[config.mk]
export PLATFORM = sky130hd
export DESIGN_NAME = ld_elem_formatter
export DESIGN_NICKNAME = d
export VERILOG_FILES = /design/src/rtl/ldfmt_pkg.sv /design/src/rtl/ldfmt_byteswap.sv /design/src/rtl/ldfmt_resize.sv /design/src/rtl/ld_elem_formatter.sv
export SDC_FILE = /design/constraint.sdc
export NUM_CORES = 1
export LEC_CHECK = 0
export BUFFER_PORTS_ARGS = -buffer_cell sky130_fd_sc_hd__buf_4
export CAP_MARGIN = 20
export CORE_MARGIN = 2
export CORE_UTILIZATION = 60
export CTS_CLUSTER_SIZE = 14
export DETAILED_ROUTE_END_ITERATION = 8
export PLACE_DENSITY = 0.87
export SLEW_MARGIN = 20
export SYNTH_ARGS = -nofsm -noshare
export SYNTH_HDL_FRONTEND = slang
export SYNTH_HIERARCHICAL = 1
export SYNTH_SLANG_ARGS = --single-unit
[constraint.sdc]
create_clock -name clk -period 7.5 [get_ports clk]
set_clock_uncertainty 0.15 [all_clocks]
set_input_delay 0.75 -clock clk [delete_from_list [all_inputs] [get_ports clk]]
set_output_delay 0.75 -clock clk [all_outputs]
set_load 0.05 [all_outputs]
[src/rtl/ldfmt_pkg.sv]
package ldfmt_pkg;

    localparam int unsigned LANE_W     = 64;
    localparam int unsigned BYTE_W     = 8;
    localparam int unsigned LANE_BYTES = LANE_W / BYTE_W;
    localparam int unsigned NUM_WIDS   = 4;

    typedef enum logic [1:0] {
        WID_8  = 2'd0,
        WID_16 = 2'd1,
        WID_32 = 2'd2,
        WID_64 = 2'd3
    } wid_e;

    typedef logic [LANE_W-1:0] lane_t;

    typedef struct packed {
        lane_t val;
        wid_e  acc;
        wid_e  dst;
        logic  sat;
        logic  sgn;
    } fmt_req_t;

    function automatic lane_t wid_mask(wid_e w);
        case (w)
            WID_8:   return lane_t'(64'h0000_0000_0000_00FF);
            WID_16:  return lane_t'(64'h0000_0000_0000_FFFF);
            WID_32:  return lane_t'(64'h0000_0000_FFFF_FFFF);
            default: return '1;
        endcase
    endfunction

    function automatic logic sign_at(lane_t v, wid_e w);
        case (w)
            WID_8:   return v[7];
            WID_16:  return v[15];
            WID_32:  return v[31];
            default: return v[LANE_W-1];
        endcase
    endfunction

endpackage

[src/rtl/ldfmt_byteswap.sv]
module ldfmt_byteswap
    import ldfmt_pkg::*;
(
    input  lane_t din,
    input  wid_e  acc,
    input  logic  swap,
    output lane_t dout
);
    lane_t rev [NUM_WIDS];

    for (genvar g = 0; g < NUM_WIDS; g++) begin : g_rev
        localparam int unsigned NB = 1 << g;
        always_comb begin
            rev[g] = '0;
            for (int k = 0; k < NB; k++) begin
                rev[g][k*BYTE_W +: BYTE_W] = din[(NB-1-k)*BYTE_W +: BYTE_W];
            end
        end
    end

    always_comb begin
        if (swap) dout = rev[acc];
        else      dout = din;
    end
endmodule

[src/rtl/ldfmt_resize.sv]
module ldfmt_resize
    import ldfmt_pkg::*;
(
    input  fmt_req_t req,
    output lane_t    dout
);
    lane_t acc_m, dst_m, sx, hi, lo, res;

    always_comb begin
        acc_m = wid_mask(req.acc);
        dst_m = wid_mask(req.dst);
        sx    = req.val;
        if (req.sgn && sign_at(req.val, req.acc)) sx = req.val | ~acc_m;
        hi = dst_m >> 1;
        lo = ~hi;
        if (!req.sat) begin
            res = req.val;
        end else if (req.sgn) begin
            if ($signed(sx) > $signed(hi))      res = hi;
            else if ($signed(sx) < $signed(lo)) res = lo;
            else                                res = sx;
        end else begin
            res = (req.val > dst_m) ? dst_m : req.val;
        end
        dout = res & dst_m;
    end
endmodule

[src/rtl/ld_elem_formatter.sv]
module ld_elem_formatter
    import ldfmt_pkg::*;
(
    input  logic        clk,
    input  logic        rst,
    input  logic        in_valid,
    input  logic [63:0] in_data,
    input  logic [1:0]  in_acc_wid,
    input  logic        in_rev_variant,
    input  logic        in_little_end,
    input  logic [1:0]  in_dst_wid,
    input  logic        in_sat,
    input  logic        in_sat_signed,
    output logic        out_valid,
    output logic [63:0] out_data
);
    wid_e     acc_w;
    lane_t    cut, swapped, formatted;
    logic     do_swap;
    fmt_req_t req;

    assign acc_w   = wid_e'(in_acc_wid);
    assign cut     = in_data & wid_mask(acc_w);
    assign do_swap = ~(in_rev_variant ^ in_little_end);

    ldfmt_byteswap u_swap (
        .din  (cut),
        .acc  (acc_w),
        .swap (do_swap),
        .dout (swapped)
    );

    always_comb begin
        req.val = swapped;
        req.acc = acc_w;
        req.dst = wid_e'(in_dst_wid);
        req.sat = in_sat;
        req.sgn = in_sat_signed;
    end

    ldfmt_resize u_resize (
        .req  (req),
        .dout (formatted)
    );

    always_ff @(posedge clk) begin
        if (rst) begin
            out_valid <= 1'b0;
            out_data  <= '0;
        end else begin
            out_valid <= in_valid;
            if (in_valid) out_data <= formatted;
        end
    end
endmodule

==> impl_summary.txt <==
----------------------------------------------------
[STA]
  Worst rel slew slack ... 0.273
  Worst Max-Slew Pin Slew ... around 1100 ps
  Setup TNS Final ... 0 ps
  Final worst path period share ... 0.859
  Maximum operating frequency ... between 0.15 and 0.2 GHz
  Time the worst path needs with I/O delays and setup ... around 6400 ps
  Count of final setup violators ... 0
  Number of max-slew violations in the final report ... 0
  Final hold viol count ... 0
  RSZ-0062 raised after global routing ... no

[Floorplanning]
  Effective utilization at floorplan ... 0.613
  Std-Cell Rows ... between 40 and 50
  Full die area ... approximately 17,000 um^2
  Area of the core region ... 15,200 um^2
  Die Width ... 129 um
  Die Height ... 129 um
  Top-level port count ... between 100 and 150

[Critical path]
  Data arrival at the endpoint of the critical path ... approximately 6500 ps
  Required time of the worst setup path ... 7570 ps
  CP endpoint kind ... flip-flop
  Setup CP Type ... in2reg
  Top cell by count, worst path ... buf_4
  Largest delay share family, worst path ... compound AO/OA/AOI/OAI gates
  Kind of start point of the critical path ... input pin
  Worst path buffer plus inverter count ... 4
  Worst path max stage delay ... approximately 520 ps
  Slowest CP cell ... or4_1
  Peak fanout along the critical path ... between 50 and 60

[Detailed routing]
  Total iterations of the first detailed-routing run ... 6
  Drc violations ... 0
  Total wirelength of the detailed-routed design ... 28,600 um
  Per-cell routed wire length ... around 19 um
  Routed via count ... ~9,400
  Iteration-0 DRC count of the detailed router ... between 1,000 and 1,500
  Drt via density ... between 6 and 7
  Post-DRT Antenna Nets ... 0

[Yosys]
  Number of standard cells after synthesis ... between 1,000 and 1,500
  Synthesized net count ... ~1,400
  Async set-or-reset flop fraction in the synthesized netlist ... 0
  Ys Warns ... 6
  Dominant synthesized flop cell ... dfxtp_1
  Post-synth EDFFs ... 0
  Cell Area, Synth ... 9310 um^2
  Share of the yosys chip area belonging to registers ... 0.140
  Synth Register Bits ... 65
  Avg Synthesized Cell Area ... approximately 8 um^2
  Count of unique library cells instantiated by Yosys ... slightly above 60

[Final layout]
  Most common library cell in the layout ignoring fill and taps ... ha_1
  Layout cell share with drive strength beyond 1 ... 0.178
  Finished Layout Cells ... roughly 1,500
  Number of diodes added for antenna fixing ... 0
  Top library cells by usage in the layout, fill and taps aside ... 169 x ha_1, 164 x buf_4, 114 x nor2_1
  Final-stage net count ... 1,549
  Area growth from synthesis to layout ... 14.3%

[Run status]
  Status ... complete, no violations

[GRT]
  Pin count of the biggest net entering global routing ... 66
  Number of global-route vias before repair ... a little under 9,000
  Number of antenna violations at the first check in global routing ... 0
  Global-route wire length before repair ... 44,400 um
  GR Overflow Total ... 0
  Aggregate global-route resource usage ... 0.339

[Clocking]
  Master cell of the clock root buffer ... clkbuf_16
  Count of hold-fix buffers inserted at cts ... 0
  Clock transition at path regs ... 60 ps
  Largest buffer count on any clock path ... 2
  H-tree depth ... 3
  Post-CTS setup repair buffer count ... 0
  Number of resized instances in the post-cts repair step ... 0
  Num CTS Buffers ... 9
  TritonCTS Sinks ... 65
  TritonCTS clock tree ... done
  Clock latency of the later-clocked register in the worst-skew pair ... between 300 and 400 ps

[Power and ir drop]
  Lkg Pwr ... about 5.3 nW
  Power density over the cells ... approximately 150 nW/um^2
  IR drop worst, VDD ... roughly 0.12 mV

[Place]
  IO buf count ... between 100 and 150
  RePlAce Congestion ... 1.02
  Cell Count Post-Placement ... around 1,500
  Half-perimeter wire length after detailed placement ... around 21,000 um

[Flow run]
  Number of max-cap violations ... 0

[Min path]
  Type of the most critical hold path ... reg2reg

----------------------------------------------------
## Yosys cell counts, types with 11 or more instances
cell type,number,area [um^2]
a211o_1,11,96.3
a21oi_1,80,400
a31oi_1,13,81.3
and2_1,37,231
and3_1,35,219
buf_2,13,65.1
buf_6,11,124
clkbuf_1,32,120
dfxtp_1,65,1300
ha_1,169,2110
inv_1,87,327
mux2i_1,75,751
nand2_1,66,248
nand2b_1,34,213
nand3_1,16,80.1
nand4_1,17,106
nor2_1,114,428
nor2b_1,24,150
nor3_1,16,80.1
nor4_1,12,75.1
o21a_1,42,315
o21ai_0,55,275
o221a_2,15,169
o22ai_1,16,100
or2_2,23,144
## path summary, 6_finish.rpt
kind / start / to / slack (ps) / cells after the start
min: out_data[25] / out_data[25] / 340 / 2
max: in_acc_wid[1] / out_data[31] / 1060 / 25
max reg2reg: out_data[31] / out_data[31] / 6680 / 2
min reg2reg: out_data[25] / out_data[25] / 340 / 2
## where the power goes
part           switching (mW)  internal (mW)  total [mW]
registers              0.0101          0.364       0.374
clock network           0.163          0.265       0.428
logic                   0.474          0.295       0.769
## through the flow
step	util	hold WS (ps)	instance area [um^2]	power [mW]	setup slack (ps)
2_1_floorplan	-	587	9310	0.932	1620
3_3_place_gp	0.681	327	10400	1.11	1070
6_report	0.700	345	10600	1.57	1060
3_5_place_dp	0.681	336	10400	1.13	885
5_1_grt	0.700	369	10600	1.66	757
4_1_cts	0.700	350	10600	1.56	1200
## metal layers
layer	wire [um]	global-route usage	vias to the layer above
li1	-	-	4515
met1	12100	0.459	4299
met2	12300	0.522	507
met3	2710	0.0499	88
met4	1480	0.184	0
met5	0	0	-
## sequential cells by signal, summed over array words and instances (netlist names)
| name | flops |
|---|---|
| out_data | 64 |
| out_valid | 1 |
## layout make-up
type	count	area, um^2
multi-input cells	978	7260
fillers	1210	4560
flip-flops and latches	65	1300
repair buffers	164	1230
inverters	87	327
clock buffers	13	250
well taps	188	235
clock inverters	3	40.0
## logic make-up after synthesis
family                   synth area share
XOR/XNOR                         0.000941
flip-flops                          0.140
adder cells (fa/ha/maj)             0.227
multiplexers                       0.0923
AO/OA/AOI/OAI                       0.230
AND/OR/NAND/NOR                     0.228
buffers and inverters              0.0816
## tightest hold or removal path, delay by kind of cell, from the launching register on
family | cells | cell delay [ps]
flops | 1 | 330
simple gates | 1 | 70
mux | 1 | 60
(Power assumes the default switching activity.)
